[config.mk]
export PLATFORM = sky130hd
export DESIGN_NAME = irqc_top
export DESIGN_NICKNAME = d
export VERILOG_FILES = /design/src/rtl/irqc_pkg.sv /design/src/rtl/irqc_sync.sv /design/src/rtl/irqc_edge.sv /design/src/rtl/irqc_regs.sv /design/src/rtl/irqc_combine.sv /design/src/rtl/irqc_top.sv
export SDC_FILE = /design/constraint.sdc
export NUM_CORES = 1
export LEC_CHECK = 0
export ABC_AREA = 0
export BUFFER_PORTS_ARGS = -buffer_cell sky130_fd_sc_hd__buf_2
export CORE_MARGIN = 8
export CORE_UTILIZATION = 59
export DETAILED_ROUTE_END_ITERATION = 10
export HOLD_SLACK_MARGIN = 0.03
export PLACE_DENSITY = 0.8
export SYNTH_ARGS = -nofsm -noshare
export SYNTH_HDL_FRONTEND = slang
export SYNTH_HIERARCHICAL = 1
export SYNTH_SLANG_ARGS = --single-unit
export TNS_END_PERCENT = 30
[constraint.sdc]
create_clock -name clk -period 2.6 [get_ports clk]
set_input_delay 0.39 -clock clk [delete_from_list [all_inputs] [get_ports clk]]
set_output_delay 0.39 -clock clk [all_outputs]
set_load 0.01 [all_outputs]
[src/rtl/irqc_pkg.sv]
package irqc_pkg;

    localparam int unsigned DATA_W = 16;
    localparam int unsigned ADDR_W = 4;

    // Byte offsets software relies on
    localparam logic [ADDR_W-1:0] PEND_OFS = 4'h2;
    localparam logic [ADDR_W-1:0] MASK_OFS = 4'hA;

    typedef enum logic [1:0] {
        SEL_NONE = 2'd0,
        SEL_PEND = 2'd1,
        SEL_MASK = 2'd2
    } reg_sel_e;

    typedef struct packed {
        logic              wr;
        reg_sel_e          sel;
        logic [DATA_W-1:0] data;
    } bus_req_t;

    function automatic reg_sel_e decode_addr(input logic [ADDR_W-1:0] a);
        if (a == PEND_OFS) begin
            return SEL_PEND;
        end
        if (a == MASK_OFS) begin
            return SEL_MASK;
        end
        return SEL_NONE;
    endfunction

endpackage

[src/rtl/irqc_sync.sv]
module irqc_sync #(
    parameter int unsigned WIDTH  = 16,
    parameter int unsigned STAGES = 2
) (
    input  logic             clk,
    input  logic             rst,
    input  logic [WIDTH-1:0] din,
    output logic [WIDTH-1:0] dout
);

    logic [WIDTH-1:0] chain [STAGES];

    for (genvar g = 0; g < STAGES; g++) begin : g_stage
        if (g == 0) begin : g_first
            always_ff @(posedge clk) begin
                if (rst) begin
                    chain[g] <= '0;
                end else begin
                    chain[g] <= din;
                end
            end
        end else begin : g_next
            always_ff @(posedge clk) begin
                if (rst) begin
                    chain[g] <= '0;
                end else begin
                    chain[g] <= chain[g-1];
                end
            end
        end
    end

    assign dout = chain[STAGES-1];

endmodule

[src/rtl/irqc_edge.sv]
module irqc_edge #(
    parameter int unsigned WIDTH = 16
) (
    input  logic             clk,
    input  logic             rst,
    input  logic [WIDTH-1:0] level,
    output logic [WIDTH-1:0] rise
);

    logic [WIDTH-1:0] level_prev;

    always_ff @(posedge clk) begin
        if (rst) begin
            level_prev <= '0;
        end else begin
            level_prev <= level;
        end
    end

    assign rise = level & ~level_prev;

endmodule

[src/rtl/irqc_regs.sv]
module irqc_regs
    import irqc_pkg::*;
#(
    parameter int unsigned NUM_SRC = 16
) (
    input  logic               clk,
    input  logic               rst,
    input  bus_req_t           req,
    input  logic [NUM_SRC-1:0] rise,
    output logic [NUM_SRC-1:0] pend_q,
    output logic [NUM_SRC-1:0] mask_q,
    output logic [DATA_W-1:0]  rdata
);

    logic [NUM_SRC-1:0] pend_d;
    logic [NUM_SRC-1:0] mask_d;
    logic [NUM_SRC-1:0] wr_bits;
    logic [DATA_W-1:0]  rdata_d;

    assign wr_bits = req.data[NUM_SRC-1:0];

    always_comb begin
        pend_d = pend_q;
        mask_d = mask_q;
        if (req.wr) begin
            unique case (req.sel)
                SEL_PEND: pend_d = pend_q & wr_bits;
                SEL_MASK: mask_d = wr_bits;
                default:  ;
            endcase
        end
        // A fresh edge overrides a same-cycle clear
        pend_d = pend_d | rise;
    end

    always_comb begin
        rdata_d = '0;
        unique case (req.sel)
            SEL_PEND: rdata_d[NUM_SRC-1:0] = pend_q;
            SEL_MASK: rdata_d[NUM_SRC-1:0] = mask_q;
            default:  ;
        endcase
    end

    always_ff @(posedge clk) begin
        if (rst) begin
            pend_q <= '0;
            mask_q <= '1;
            rdata  <= '0;
        end else begin
            pend_q <= pend_d;
            mask_q <= mask_d;
            rdata  <= rdata_d;
        end
    end

endmodule

[src/rtl/irqc_combine.sv]
module irqc_combine #(
    parameter int unsigned         NUM_SRC    = 16,
    parameter logic [NUM_SRC-1:0]  GROUP_MASK = 16'h0700
) (
    input  logic               clk,
    input  logic               rst,
    input  logic [NUM_SRC-1:0] pend,
    input  logic [NUM_SRC-1:0] mask,
    output logic               irq_out
);

    logic [NUM_SRC-1:0] live;

    assign live = pend & ~mask & GROUP_MASK;

    always_ff @(posedge clk) begin
        if (rst) begin
            irq_out <= 1'b0;
        end else begin
            irq_out <= |live;
        end
    end

endmodule

[src/rtl/irqc_top.sv]
module irqc_top
    import irqc_pkg::*;
#(
    parameter int unsigned        NUM_SRC     = 16,
    parameter int unsigned        SYNC_STAGES = 2,
    parameter logic [NUM_SRC-1:0] GROUP_MASK  = 16'h0700
) (
    input  logic               clk,
    input  logic               rst,
    input  logic [NUM_SRC-1:0] irq_src,
    input  logic [ADDR_W-1:0]  bus_addr,
    input  logic               bus_we,
    input  logic [DATA_W-1:0]  bus_wdata,
    output logic [DATA_W-1:0]  bus_rdata,
    output logic               irq_out
);

    logic [NUM_SRC-1:0] src_sync;
    logic [NUM_SRC-1:0] rise;
    logic [NUM_SRC-1:0] pend_q;
    logic [NUM_SRC-1:0] mask_q;
    bus_req_t           req;

    always_comb begin
        req.wr   = bus_we;
        req.sel  = decode_addr(bus_addr);
        req.data = bus_wdata;
    end

    irqc_sync #(
        .WIDTH (NUM_SRC),
        .STAGES(SYNC_STAGES)
    ) u_sync (
        .clk (clk),
        .rst (rst),
        .din (irq_src),
        .dout(src_sync)
    );

    irqc_edge #(
        .WIDTH(NUM_SRC)
    ) u_edge (
        .clk  (clk),
        .rst  (rst),
        .level(src_sync),
        .rise (rise)
    );

    irqc_regs #(
        .NUM_SRC(NUM_SRC)
    ) u_regs (
        .clk   (clk),
        .rst   (rst),
        .req   (req),
        .rise  (rise),
        .pend_q(pend_q),
        .mask_q(mask_q),
        .rdata (bus_rdata)
    );

    irqc_combine #(
        .NUM_SRC   (NUM_SRC),
        .GROUP_MASK(GROUP_MASK)
    ) u_combine (
        .clk    (clk),
        .rst    (rst),
        .pend   (pend_q),
        .mask   (mask_q),
        .irq_out(irq_out)
    );

endmodule

* Word level (Yosys, flattened, before mapping)
Memories as Yosys holds them, arrays and structs flattened.
Cells that the tools add are included.
** Cells by class
- Reduce and logical (&&, ||, !) cells :: 2
- Muxes and demuxes :: 15
- Bitwise gates (word level) :: 8
- Equal/unequal tests :: 4
** Operator list (count)
- two-way mux 16 bit :: 4
- bitwise AND 16 bit :: 2
- case mux 16 bit (2 select lines) :: 1
- NOT 16 bit :: 1
- OR 16 bit :: 1
- bitwise AND 11 bit :: 1
- NOT 11 bit :: 1
- two-way mux 2 bit :: 4
- two-way mux 1 bit :: 6
- equality test 4 x 2 -> 1 bit, second input constant :: 1
- equality test 4 bit, second input constant :: 1
- OR reduction 3 bit :: 1
- equality test 2 x 1 -> 1 bit, second input constant :: 1
- equality test 2 bit, second input constant :: 1
- OR 1 bit :: 2
- AND reduction 2 bit :: 1
** Word-level totals
- Flip-flop bits (word level) :: 65
- Output and inout bits :: 17
- Bits of input ports :: 39
- Memory bits (writable) :: 32
- Memories :: 1
** Memory list
- u_sync.chain :: depth 2, bits a word 16, read ports 2, clocked after memory_dff 0, wr ports 2, line irqc_sync.sv:11 : logic [WIDTH-1:0] chain [STAGES];

* Logic depth before layout (Yosys ltp)
Gate-level depths: netlist (run 1).
- Word-level depth :: 9
- Mapped depth :: 8
- Gate-level depth less buffers :: 5

* By module
Netlist (run 1), hierarchy kept.
** Modules (own cells, without submodules)
- irqc_regs :: times used 1, area each 1878.1 um2, cells an instance 182
- irqc_sync :: times used 1, area each 863.3 um2, cells an instance 67
- irqc_edge :: times used 1, area each 564.3 um2, cells an instance 49
- irqc_combine :: times used 1, area each 45.0 um2, cells an instance 5
- irqc_top :: times used 1, area each 27.5 um2, cells an instance 2

* Worst setup path before layout (run 1)
OpenSTA, ideal clock, no wires.
- Kind :: input to register
- Start :: in bus_addr[0]
- End :: reg u_regs.mask_q[2]
- Required time :: 2.480 ns
- Buffers on the path :: 1
- Setup time :: 0.120 ns
- Setup slack :: 0.848 ns
- Stages :: 6
- Arrival time :: 1.632 ns
- Cell sequence :: nor4b_2 -> inv_1 -> ha_1 -> clkbuf_2 -> and3_2 -> a211o_2
** Between the ends
- Cells in the longest elaborated chain, start to end :: 7
** Ends and longest elaborated chain
- start: declaration :: line irqc_top.sv:11 : input logic [ADDR_W-1:0] bus_addr,
- equality test 4 bit :: line irqc_pkg.sv:26 : if (a == MASK_OFS) begin
- two-way mux 1 bit (2 in a row) :: line irqc_pkg.sv:26
- two-way mux 2 bit :: line irqc_pkg.sv:29 : return SEL_NONE;
- two-way mux 2 bit (*) :: line irqc_pkg.sv:26
- equality test 2 bit (*) :: line irqc_regs.sv:26 : unique case (req.sel)
- AND reduction 2 bit (no line) (*)
- end signal: assignment :: line irqc_regs.sv:52 : mask_q <= mask_d;
- end: declaration :: line irqc_regs.sv:11 : output logic [NUM_SRC-1:0] mask_q,
Mark *: on every way between the ends. The rest lies on a longest branch, timed or not. The select of a mux whose other input is x is not followed.
A chain may end at the register's enable or synchronous reset.

==> results.ini, run 1 <==
[yosys]
ys_async_sr_fraction_pct=0
synth_commonest_cells=dfxtp_1 (97), nor2b_1 (51), nor2_1 (48), a22oi_1 (16), and3_2 (14)
ys_warn_count=6
synth_ff_type=dfxtp_1
ys_ff_latch=97
synth_edf_count=0
synth_cells=305
ys_seq_area_share_pct=57.5
yosysTopAreaCell=dfxtp_1
synth_top_area_share_pct=57.5
yosysUniqueCellTypes=27
yosys-top-cells-area=dfxtp_1 (57%), nor2b_1 (9.4%), nor2_1 (5.3%)
syn_area_per_cell_sq_um=11.1
syn-num-nets=346
synth.most_common_cell=dfxtp_1
syn_area_sq_um=3380

[power]
p_clk_share_pct=33.3
p_comb_share_pct=6.0
p_sw_uw=580
p_seq_share_pct=60.7
power.density_nw_per_um2=676
p_leak_nw=1.57
p_int_mw=1.98
sw_frac_of_total_pct=22.6
ir_drop_mv=0.430

[detailed_routing]
drtIter0Drc=73
ant_nets=0
drcViolationCount=0
dr.pass1.iters=4
drt_wl_total_um=5580
num_vias=2165
wl_per_cell_um=12.8
detail_route.vias_per_cell=4.99

[status]
status=complete, no violations

[timing]
setup_slack_ns=0.928
tightest_slew_ns=0.790
period_needed_ns=1.67
fmax_mhz=598
fin_crit_sh_pct=64.3
slew_violations=0
setup-tns-final_ns=0
finClkSkew_ns=0.00588
hold_viol_final=0
whs_ns=0.234
rsz0062_at_grt=no
setup_viol=0
slew_headroom_pct=47.3

[cells_and_area]
diodes=0
drive_gt1_share_pct=33.4
area_delta_synth_final_pct=12.2
stdcell_area_sq_um=3790
nets=398

[clock_tree]
hold_buffers=0
cts-buffers-inserted=9
tritoncts=done
ctsResizeCount=0
cts.sinks=97
clkTransAtPathRegs_ns=0.09
clock-root-buffer=clkbuf_8
clkLatencyLatePin_ns=0.35
htree_num_levels=3
clock_path_buffers=2
postCtsSetupBuffers=0

[critical_path]
r2r_cells=3
timing.rr.start=u_sync/chain[1][10]$_SDFF_PP0_
crit_arrival_ns=1.92
reg2reg_slack_ns=1.60
worstSetupPathType=in2reg
end_kind=register
r2r_end=u_regs/pend_q[10]$_SDFF_PP0_
cp_max_fo=33
worstPathRequired_ns=2.84
start_kind=input pin

[placed_design]
io_buffers=55
detailed_place_hpwl_um=3860
dpl_cell_area_sq_um=3620
gp_congestion=0.767
dp_slack_ns=0.518

[floorplan]
fp.dieArea_sq_um=8400
dieWidth_um=91.7
coreArea_sq_um=5510
die_y_um=91.7
ios=56
num_rows=27
initial_core_util_pct=61.3

[global_route]
grt_pass1_vias=2058
antenna_found_initial=0
grt_usage_pct=13.5
grt_pass1_wl_um=9150
met2_usage_pct=20.1
overflow=0
globalRouteMet1Util_pct=16.4
grt_max_degree=34
grt_busiest_layer=met2
met3_usage_pct=4.56

[hold_path]
worstHoldPathType=in2reg
holdPathStages=2
hold_path.startpoint=irq_src[1]
worstHoldEndpoint=u_sync/chain[0][1]$_SDFF_PP0_

[flow_run]
drv_cap=0

layout by cell type (no fill, tap or decap):
cell type,count
a211oi_2,10
nand2_2,1
and2b_2,6
nor2b_1,51
clkbuf_8,10
ha_1,2
a211oi_1,6
nand2b_1,3
a31oi_1,1
and2_1,1
clkinv_4,1
clkinvlp_4,1
buf_2,55
a211o_2,6
nor2_1,48
dfxtp_1,97
a22oi_1,16
and4bb_2,1
buf_4,5
nor2b_2,7
and3_1,2
or2_1,1
clkbuf_1,1
and3_2,14
inv_1,2
a211o_1,10
clkinv_2,3
nor4b_2,1
worst max-delay path by stage:
| stage | depth (start not counted) | slack (ns) | to | startpoint |
|---|---|---|---|---|
| detailed placement | 5 | 0.52 | u_regs/pend_q[10]$_SDFF_PP0_ | bus_addr[0] |
| CTS | 5 | 0.91 | u_regs/pend_q[10]$_SDFF_PP0_ | bus_addr[0] |
| global placement | 5 | 0.60 | u_regs/pend_q[9]$_SDFF_PP0_ | bus_addr[0] |
| floorplan | 6 | 0.85 | u_regs/mask_q[2]$_SDFFE_PP1P_ | bus_addr[0] |
| finish | 6 | 0.93 | u_regs/mask_q[1]$_SDFFE_PP1P_ | bus_addr[2] |
| global route | 5 | 0.79 | u_regs/pend_q[10]$_SDFF_PP0_ | bus_addr[0] |
area by class of cell:
cell class	instances	area, sq um
repair buffers	60	313
multi-input cells	187	1260
flip-flops and latches	97	1940
fillers	420	1720
well taps	72	90.1
clock buffers	11	141
clock inverters	5	31.3
inverters	2	7.51
layer usage:
layer | up-vias | share of wire, % | wire length [um]
met4 | 0 | 1.6 | 91
met3 | 9 | 5.4 | 301
met5 | - | 0 | 0
li1 | 1135 | - | -
met1 | 962 | 48 | 2690
met2 | 59 | 45 | 2490
flip-flops by register name, summed over array words and instances, names as in the netlist:
register           cells
u_regs/rdata          16
u_regs/mask_q         16
u_edge/level_prev     16
u_combine/irq_out      1
u_regs/pend_q         16
u_sync/chain          32
power groups by stage:
stage | Clock (mW) | Combinational, mW | Sequential, mW
after global routing | 0.943 | 0.171 | 1.56
after detailed placement | 0 | 0.154 | 1.59
after floorplan | 0 | 0.112 | 1.58
after global placement | 0 | 0.151 | 1.59
after CTS | 0.878 | 0.155 | 1.55
final | 0.854 | 0.154 | 1.55
stage by stage:
step	util, %	power (mW)	std cells
3_5_place_dp	65.7	1.74	418
3_3_place_gp	65.7	1.74	418
4_1_cts	68.8	2.59	434
2_1_floorplan	-	1.69	305
6_report	68.8	2.56	434
5_1_grt	68.8	2.67	434
critical path, cell delays in order:
cell and delay, ns:
buf_2 0.11, and4bb_2 0.29, ha_1 0.14, buf_4 0.29, nand2_2 0.29, a211o_2 0.40
cell families (layout without fill, tap and decap cells):
group / Yosys count / in the layout / share of synthesized area [%]
flops: 97 / 97 / 57.5
buf+inv: 21 / 78 / 5.07
fa+ha+maj: 2 / 2 / 0.741
compound gates: 49 / 49 / 13.1
simple gates: 136 / 136 / 23.6
Power figures use the tool's default switching activity.
==> inputs of run 2 (changes only) <==
--- a/config.mk
+++ b/config.mk
@@ -8,10 +8,10 @@
 export ABC_AREA = 0
 export BUFFER_PORTS_ARGS = -buffer_cell sky130_fd_sc_hd__buf_2
 export CORE_MARGIN = 8
-export CORE_UTILIZATION = 59
+export CORE_UTILIZATION = 49
 export DETAILED_ROUTE_END_ITERATION = 10
 export HOLD_SLACK_MARGIN = 0.03
-export PLACE_DENSITY = 0.8
+export PLACE_DENSITY = 0.71
 export SYNTH_ARGS = -nofsm -noshare
 export SYNTH_HDL_FRONTEND = slang
 export SYNTH_HIERARCHICAL = 1
==> constraint.sdc (replaced) <==
create_clock -name clk -period 1.5 [get_ports clk]
set_input_delay 0.225 -clock clk [delete_from_list [all_inputs] [get_ports clk]]
set_output_delay 0.225 -clock clk [all_outputs]
set_load 0.01 [all_outputs]
==> results.ini, run 2 (synthesized netlist as in run 1, its figures left out) <==
[timing]
fmax_mhz=735
fin_crit_sh_pct=90.7
setup_slack_ns=0.140  ; was 0.928 ns
slew_headroom_pct=67.2  ; was 47.3%
period_needed_ns=1.36
rsz0062_at_grt=no  ; unchanged
hold_viol_final=0  ; unchanged
setup_viol=0  ; unchanged
tightest_slew_ns=0.493  ; was 0.790 ns
finClkSkew_ns=0.00659  ; was 0.00588 ns
slew_violations=0  ; unchanged
setup-tns-final_ns=0  ; unchanged

[power]
p_leak_nw=1.62  ; was 1.57 nW
p_seq_share_pct=56.9  ; was 60.7%
sw_frac_of_total_pct=21.2  ; was 22.6%
ir_drop_mv=0.482  ; was 0.430 mV
p_clk_share_pct=37.2  ; was 33.3%
p_sw_mw=1.00  ; was 580 uW
p_comb_share_pct=5.9  ; was 6.0%
p_int_mw=3.73  ; was 1.98 mW
power.density_nw_per_um2=1210  ; was 676 nW/um^2

[detailed_routing]
dr.pass1.iters=4  ; unchanged
ant_nets=0  ; unchanged
wl_per_cell_um=13.0  ; was 12.8 um
detail_route.vias_per_cell=4.84  ; was 4.99
drcViolationCount=0  ; unchanged
drtIter0Drc=87  ; was 73
num_vias=2152  ; was 2,165
drt_wl_total_um=5780  ; was 5580 um

[status]
status=complete, no violations  ; unchanged

[critical_path]
start_kind=input pin  ; unchanged
worstPathRequired_ns=1.75  ; was 2.84 ns
end_kind=register  ; unchanged
worstSetupPathType=in2reg  ; unchanged
reg2reg_slack_ns=0.59  ; was 1.60 ns
crit_arrival_ns=1.61  ; was 1.92 ns
cp_max_fo=25  ; was 33

[placed_design]
dp_slack_ns=-0.246  ; was 0.518 ns
io_buffers=55  ; unchanged
detailed_place_hpwl_um=3940  ; was 3860 um
gp_congestion=0.723  ; was 0.767

[global_route]
grt_max_degree=82  ; was 34
grt_pass1_vias=2032  ; was 2,058
grt_pass1_wl_um=9730  ; was 9150 um
grt_usage_pct=12.5  ; was 13.5%
overflow=0  ; unchanged
antenna_found_initial=0  ; unchanged

[floorplan]
die_y_um=99.0  ; was 91.7 um
num_rows=30  ; was 27
dieWidth_um=99.0  ; was 91.7 um
initial_core_util_pct=50.3  ; was 61.3%
fp.dieArea_sq_um=9810  ; was 8400 sq um
ios=56  ; unchanged
coreArea_sq_um=6720  ; was 5510 sq um

[clock_tree]
cts.sinks=97  ; unchanged
postCtsSetupBuffers=0  ; unchanged
htree_num_levels=3  ; unchanged
clock_path_buffers=2  ; unchanged
tritoncts=done  ; unchanged
hold_buffers=0  ; unchanged
cts-buffers-inserted=9  ; unchanged
clkTransAtPathRegs_ns=0.08  ; was 0.09 ns
ctsResizeCount=0  ; unchanged
clkLatencyLatePin_ns=0.35  ; about the same
clock-root-buffer=clkbuf_8  ; unchanged

[flow_run]
drv_cap=0  ; unchanged

[cells_and_area]
nets=401  ; was 398
diodes=0  ; unchanged
largest_reg_flops=32  ; unchanged
fill_cells=600  ; was 420
final_common_cell=dfxtp_1  ; unchanged
area_delta_synth_final_pct=15.7  ; was 12.2%
top_register=u_sync/chain  ; unchanged
drive_gt1_share_pct=34.2  ; was 33.4%
layout_common_cells=dfxtp_1 (97), buf_2 (55), nor2b_1 (51)  ; unchanged

[hold_path]
worstHoldPathType=in2reg  ; unchanged

-- run 2: metrics by stage --
step / instance area (sq um) / power, mW / hold slack [ns] / utilization [%] / std cells
floorplan: 3420 / 2.94 / 0.294 / - / 305
global placement: 3700 / 3.02 / 0.422 / 55.1 / 429
detailed placement: 3700 / 3.04 / 0.421 / 55.1 / 429
CTS: 3910 / 4.78 / 0.0596 / 58.2 / 445
global route: 3910 / 4.94 / 0.0551 / 58.2 / 445
finish: 3910 / 4.73 / 0.0760 / 58.2 / 445
-- run 2: path summary, 6_finish.rpt --
path / startpoint / end / cells after the start
worst max register to register: u_sync/chain[1][13]$_SDFF_PP0_ / u_regs/pend_q[13]$_SDFF_PP0_ / 3
worst min-delay path: irq_src[11] / u_sync/chain[0][11]$_SDFF_PP0_ / 2
worst max-delay path: bus_addr[0] / u_regs/mask_q[3]$_SDFFE_PP1P_ / 5
worst min register to register: u_sync/chain[0][14]$_SDFF_PP0_ / u_sync/chain[1][14]$_SDFF_PP0_ / 1
-- run 2: critical path: stages --
cell and delay (ns):
buf_2 0.12, and4bb_2 0.33, ha_4 0.29, nand2_2 0.25, a211o_2 0.38
-- run 2: final cells by class --
| type | count | area [sq um] | area share, % |
|---|---|---|---|
| flip-flops and latches | 97 | 1940 | 49.7 |
| multi-input cells | 187 | 1290 | 33.0 |
| repair buffers | 63 | 360 | 9.22 |
| clock buffers | 10 | 128 | 3.26 |
| well taps | 80 | 100 | 2.56 |
| clock inverters | 6 | 82.6 | 2.11 |
| inverters | 2 | 7.51 | 0.192 |
-- run 2: routing by layer --
metal / vias to the layer above / global-route usage (%) / routed length [um]
li1: 1140 / - / -
met1: 939 / 15.6 / 2730
met2: 60 / 17.8 / 2510
met3: 13 / 4.37 / 390
met4: 0 / 8.15 / 152
met5: - / 0 / 0
-- run 2: power groups by stage --
stage / registers, mW / logic, mW / clock network, mW
after global routing: 2.70 / 0.314 / 1.92
after floorplan: 2.74 / 0.199 / 0
after CTS: 2.69 / 0.283 / 1.81
final: 2.69 / 0.280 / 1.76
after global placement: 2.75 / 0.275 / 0
after detailed placement: 2.75 / 0.282 / 0
